### src/rtl/grpmod_bank.sv
module grpmod_bank #(
  parameter int NUM_REGS = 2,
  parameter int NUM_IRQ = 48,
  parameter int EXT_PRESENT = 1,
  parameter int ADDR_W = 16,
  parameter logic [15:0] BASE_OFF = 16'h0D00
) (
  input  logic                 clk,
  input  logic                 rst_n,
  input  logic                 req_valid,
  input  logic                 req_write,
  input  logic                 req_secure,
  input  logic [ADDR_W-1:0]    req_addr,
  input  logic [31:0]          req_wdata,
  output logic                 rd_valid,
  output logic [31:0]          rd_data,
  input  logic                 sec_disable,
  input  logic                 affinity_en,
  input  logic [NUM_IRQ-1:0]   grp_status,
  output logic [2*NUM_IRQ-1:0] grp_class
);
  localparam int TOTAL = NUM_REGS * 32;
  localparam int IDX_W = (NUM_REGS > 1) ? $clog2(NUM_REGS) : 1;
  localparam logic [ADDR_W-1:0] BASE = ADDR_W'(BASE_OFF);
  localparam logic [ADDR_W-1:0] SPAN = ADDR_W'(NUM_REGS * 4);
  localparam bit EXT_ON = (EXT_PRESENT != 0);

  logic [TOTAL-1:0]  mod_q;
  logic [TOTAL-1:0]  impl_mask;
  logic [ADDR_W-1:0] off;
  logic [IDX_W-1:0]  idx;
  logic              in_frame, ok, is_rd, wr_en;
  logic [31:0]       rd_word;

  assign off      = req_addr - BASE;
  assign in_frame = (req_addr >= BASE) && (off < SPAN) && (off[1:0] == 2'b00);
  assign idx      = off[IDX_W+1:2];
  assign ok       = EXT_ON && affinity_en && (sec_disable || req_secure) && in_frame;
  assign is_rd    = req_valid && !req_write;
  assign wr_en    = req_valid && req_write && ok;

  for (genvar g = 0; g < TOTAL; g++) begin : g_mask
    assign impl_mask[g] = (g < NUM_IRQ);
  end

  for (genvar r = 0; r < NUM_REGS; r++) begin : g_reg
    always_ff @(posedge clk) begin
      if (!rst_n)
        mod_q[r*32 +: 32] <= '0;
      else if (wr_en && idx == IDX_W'(r))
        mod_q[r*32 +: 32] <= req_wdata & impl_mask[r*32 +: 32];
    end
  end

  always_comb begin
    rd_word = '0;
    for (int r = 0; r < NUM_REGS; r++)
      if (idx == IDX_W'(r)) rd_word = mod_q[r*32 +: 32];
  end

  always_ff @(posedge clk) begin
    if (!rst_n) begin
      rd_valid <= 1'b0;
      rd_data  <= '0;
    end else begin
      rd_valid <= is_rd;
      rd_data  <= (is_rd && ok) ? rd_word : '0;
    end
  end

  for (genvar m = 0; m < NUM_IRQ; m++) begin : g_dec
    logic eff;
    assign eff = EXT_ON && affinity_en && mod_q[m];
    assign grp_class[2*m +: 2] = {eff & ~grp_status[m], grp_status[m]};

    AST_RESERVED_FOLD: assert property (@(posedge clk) disable iff (!rst_n)
      (affinity_en && mod_q[m] && grp_status[m]) |-> grp_class[2*m +: 2] == 2'b01);
  end

  AST_RD_PULSE: assert property (@(posedge clk) disable iff (!rst_n)
    is_rd |=> rd_valid);
  AST_RD_CAUSE: assert property (@(posedge clk) disable iff (!rst_n)
    rd_valid |-> $past(is_rd));
  AST_NS_RAZ: assert property (@(posedge clk) disable iff (!rst_n)
    (is_rd && !req_secure && !sec_disable) |=> rd_data == '0);
  AST_NS_WI: assert property (@(posedge clk) disable iff (!rst_n)
    (req_valid && req_write && !req_secure && !sec_disable) |=> $stable(mod_q));
  AST_NOAFF_RAZ: assert property (@(posedge clk) disable iff (!rst_n)
    (is_rd && !affinity_en) |=> rd_data == '0);
  AST_UNIMPL_CLEAR: assert property (@(posedge clk) disable iff (!rst_n)
    (mod_q & ~impl_mask) == '0);
endmodule

### config.mk
export PLATFORM = sky130hd
export DESIGN_NAME = grpmod_bank
export DESIGN_NICKNAME = d
export VERILOG_FILES = /design/src/rtl/grpmod_bank.sv
export SDC_FILE = /design/constraint.sdc
export NUM_CORES = 1
export LEC_CHECK = 0
export BUFFER_PORTS_ARGS = -buffer_cell sky130_fd_sc_hd__buf_2
export CAP_MARGIN = 20
export CORE_MARGIN = 4
export CORE_UTILIZATION = 43
export DETAILED_ROUTE_END_ITERATION = 6
export HOLD_SLACK_MARGIN = 0.1
export MAX_ROUTING_LAYER = met4
export PLACE_DENSITY = 0.8
export SKIP_CTS_REPAIR_TIMING = 1
export SKIP_LAST_GASP = 1
export SYNTH_ARGS = -nofsm -noshare
export SYNTH_HDL_FRONTEND = slang
export SYNTH_SLANG_ARGS = --single-unit
### constraint.sdc
create_clock -name clk -period 3.8 [get_ports clk]
set_clock_uncertainty 0.2 [all_clocks]
set_input_delay 0.95 -clock clk [delete_from_list [all_inputs] [get_ports clk]]
set_output_delay 0.95 -clock clk [all_outputs]
set_load 0.05 [all_outputs]
---- After elaboration in Yosys (flattened, before gate mapping) ----
Index checks and enable logic that the tools add are counted.
cells by class
  multiplexer cells ....................... 1
  divide/modulo/power cells ............... 0
  reduce and logical (&&, ||, !) cells .... 63
  equality and inequality tests ........... 0
  shift-type cells ........................ 0
  $mul .................................... 0
  bitwise operators ....................... 98
  order comparisons ....................... 2
  $add $sub $neg .......................... 1
operator list
  cell                    number
  $logic_and 1x1->1       58
  $not 1->1               50
  $and 1x1->1             48
  $ge 16x12->1 const B    1
  $lt 16x4->1 const B     1
  $mux 16                 1
  $sub 16x12->16 const B  1
  $logic_not 2->1         1
  $reduce_and 2->1        1
  $reduce_or 2->1         1
  $logic_not 1->1         1
  $logic_or 1x1->1        1
storage, ports and cells
  memories ................................ 0
  output and inout bits ................... 129
  word-level logic and storage cells ...... 170
  memory bits (read-only) ................. 0
  bits in latches ......................... 0
  bits in registers ....................... 81
  bits in writable memories ............... 0

---- Longest topological paths before layout ----
  depth in word-level cells ............... 9
  depth in mapped cells ................... 6
  mapped depth without buffers ............ 4

---- Least setup slack after synthesis ----
Ideal clock, no wire load.
  path kind ............................... input port to output port
  from .................................... in affinity_en
  to ...................................... out grp_class[25]
  data required time ...................... 2650 ps
  arrival time ............................ 2411 ps
  setup slack ............................. 239 ps
  cell stages on the path ................. 5
  cells stage by stage .................... clkbuf_1 > clkbuf_1 > buf_1 > nand2_1 > nor2_1
between the ends
  longest elaborated chain between the ends .. 2
RTL lines
  what               RTL line  text
  start, declared    18        input logic affinity_en,
  $logic_and 1x1->1  73        assign eff = EXT_ON && affinity_en && mod_q[m];
  $and 1x1->1        74        assign grp_class[2*m +: 2] = {eff & ~grp_status[m], grp_status[m]};
  end, declared      20        output logic [2*NUM_IRQ-1:0] grp_class
No other way between the ends.

---- Final worst setup path ----
  from .................................... in affinity_en
  to ...................................... out grp_class[87]
The elaborated chain is that of the path after synthesis.

==> flow_results.org <==
** Synthesis
- For this run, the number of Yosys warnings is 0.
- In this run, synthesis inferred 0 flip-flops with an integrated enable.
- Sequential element share of the synthesized area :: 42.87%
- Synthesis inferred 81 register bits.
- By area, the combinational part of the netlist is dominated by simple AND/OR/NAND/NOR gates.
- When the netlist entered floorplanning its net count stood at ~550.
- In this run, distinct cell masters in the synthesized netlist total 21.
- The cell count after synthesis came out at roughly 450.
- Summing the areas of all compound-gate instances in the mapped netlist gives under 10% of the synthesized area.
- Averaged over all synthesized cells, the footprint is about 8.4 µm².
- Xor and xnor area share after synthesis :: 0%
- Post-synthesis adder-cell area fraction :: 0%
- Counting flops with an async set or reset pin after synthesis yields a share of 0%.
- Top flip-flop cell by instance count after synthesis :: dfxtp_1
- After Yosys synthesis, and, or, nand and nor cells account for 25.80% of the synthesized area.
- Post-synthesis cell area :: 0.003782 mm²
- Fraction of synthesized area in multiplexers :: between 10% and 20%

** Pwr
- Power density over the cells :: between 300 and 400 mW/mm²
- IR analysis of the VDD net gives a maximum drop of 194.7 µV.
- Summed over all cells, the static leakage comes to ~2.3 nW.

** Timing
- Least-Margin Pin Slew :: 0.7633 ns
- Sum of negative setup slack :: 0 ns
- Number of hold violations in the final report :: 0
- Setup slack on the critical path of the routed design comes to 0.6207 ns.
- Setup repair after global routing missed its margin :: no
- Static timing analysis puts the maximum clock frequency at 314.5 MHz.
- The total count of max-transition violations in the final report came to 0.
- Measured against its own limit, the worst slew margin works out to slightly below 50%.
- The smallest clock period supported by the final layout is computed as between 3 and 4 ns.
- The worst path uses between 80% and 90% of the clock period.
- Across all hold checks on the routed design, the worst slack comes to 0.2732 ns.
- Total setup violations reported at the end of the flow :: 0

** Placement
- Global placement routability congestion :: 0.8326
- Including well taps, the total number of placed cells is approximately 700.
- After legalization and detailed placement, the total HPWL measured just under 8000 µm.
- Number of port buffers :: roughly 230
- Prior to clock tree synthesis, the placed netlist has a worst setup slack of approximately 0.42 ns.

** Global routing
- Global Route Usage Sum :: between 20% and 30%
- The first global-routing pass estimated ~16000 µm of wire.
- Largest net degree at the start of global routing :: 81
- The total overflow left after global routing is 0.
- The number of antenna violations at the first check in global routing came to 0.
- The via count of the first global-routing pass was 3487.

** Setup path
- Worst path max stage delay :: 0.37 ns
- Required arrival time at the worst endpoint :: around 2.7 ns
- The slowest stage of the critical path is the buf_2 cell.
- For the worst setup path, the data arrival time is 2.03 ns.
- Kind of critical path :: input pin to output port
- The signal on the critical path passes through buf_2, buf_12, nand2_1, nor2_1, buf_2.
- STA classifies the critical path endpoint as an output port.
- Cell with the most instances on the worst path :: buf_2
- Biggest fanout along the worst timing path :: 29
- The worst setup path is launched from an input pin.

** Die
- The die covers around 0.010 mm².
- The initial utilization of the core area, before any placement, comes to 45.13%.
- Row count :: 33
- The floorplan step set the die height to ~100 µm.
- Pin placement for this block handled about 230 I/O pins.
- Width of the die :: 101.8 µm
- Area of the core region :: 0.008382 mm²

** Route
- Antenna-violating nets left :: 0
- In this run, the number of DRC markers left after iteration 0 of detailed routing was about 90.
- DR DRC count :: 0
- Detail-routed net length per standard cell :: 14.10 µm
- Across all layers, the routed design uses between 3000 and 4000 vias.
- The final layout contains routed wiring with a total length of 10340 µm.
- Using the TritonRoute via totals, the vias-per-cell ratio works out to roughly 4.8.
- Length of the first detailed-routing pass in iterations :: 4

** Layout
- The layout has slightly below 800 filler cells.
- Non-filler instance count after layout :: 733
- In the final layout, the share of cells above drive strength 1 is approximately two fifths.
- Relative to the synthesized area, the layout overhead comes to 30.37%.
- Cells fill around three fifths of the core in the end.
- Antenna diodes :: 0
- Total Nets Final :: roughly 730

** Outcome
- Result of the run :: complete, no violations

** CTS
- Htree depth :: 3
- The tree is rooted in a clkbuf_8.
- Worst-path clk slew :: roughly 0.090 ns
- Clock tree synthesis found a total of just over 80 sinks.
- At the later pin of the worst-skew pair, clock insertion delay measures 0.34 ns.
- Maximum buffer depth of the clock tree :: 2
- TritonCTS built the clock tree.
- Number of buffers added by the clock tree synthesis step :: 9

** Flow run
- Number of violations of the max-capacitance limit :: 0

** Hold path
- Path category of the worst min-delay check :: register to register
## synth_stat cells, drive strengths merged, types with 2 or more instances
library cell | number | area share, %
clkbuf | 20 | 2.0
or4 | 3 | 0.69
nor4 | 2 | 0.33
nor2 | 67 | 6.6
a2111oi | 2 | 1.5
nor4bb | 3 | 0.79
buf | 54 | 11
nand3 | 2 | 0.26
nand2 | 129 | 13
dfxtp | 81 | 43
mux2i | 64 | 17
nor3b | 16 | 3.2
## cells in the final DEF, fill, tap and decap left out, drive strengths merged
cell,synthesis,final
or4,3,3
nand3,2,2
nand2,129,129
nor3b,16,16
buf,54,237
or4b,1,1
nor2,67,67
o2111ai,1,1
a2111oi,2,2
nand4b,1,1
dfxtp,81,81
nor4bb,3,3
clkbuf,20,12
clkinv,0,1
or3,1,1
nor4,2,2
nand3b,1,1
mux2i,64,64
and3b,1,1
bufinv,0,3
## through the flow
| step | instance area [µm²] | power (W) |
|---|---|---|
| floorplan | 3782 | 0.001050 |
| global placement | 4677 | 0.001108 |
| detailed placement | 4677 | 0.001110 |
| CTS | 4931 | 0.001884 |
| global route | 4931 | 0.001939 |
| finish | 4931 | 0.001862 |
## layer usage
metal  vias to the layer above  global-route usage [%]  part of all wire (%)
li1                       1757                       -                     -
met1                      1601                   22.41                    39
met2                       164                   35.11                    50
met3                        14                   4.063                   9.2
met4                         0                   7.260                   1.5
met5                         -                       -                     0
## path summary, 6_finish.rpt
| kind | cells past startpoint | start | slack [ns] | end |
|---|---|---|---|---|
| max | 5 | affinity_en | 0.62 | grp_class[87] |
| max reg2reg | 1 | mod_q[28] | 2.89 | rd_data[28] |
| min | 2 | mod_q[25] | 0.27 | mod_q[25] |
| min reg2reg | 2 | mod_q[25] | 0.27 | mod_q[25] |
## final cells by class
cell class,instances,area (µm²),share of cell area [%]
repair buffers,237,1226,24.87
clock inverters,4,98.84,2.005
multi-input cells,294,1698,34.43
flip-flops and latches,81,1622,32.89
well taps,105,131.4,2.664
clock buffers,12,155.1,3.146
## power by group
group / internal [W] / switching [W] / leakage, nW
clock network: 0.000474 / 0.000299 / 0.127
logic: 0.0000698 / 0.000171 / 1.52
registers: 0.000848 / 0.0000000739 / 0.652
## critical path, delay by kind of cell
family,cells,cell delay (ns)
buffers and inverters,3,0.88
AND/OR/NAND/NOR,2,0.18
## flip-flops by register name (all words and copies together), names as in the netlist
signal and cells:
rd_data 32, mod_q 48, rd_valid 1
## logic make-up after synthesis
kind of cell           count (synthesis)
DFF                                   81
AOI/OAI and AO/OA                      3
buffers and inverters                 74
muxes                                 64
and+or+nand+nor                      227
Power figures use the tool's default switching activity.
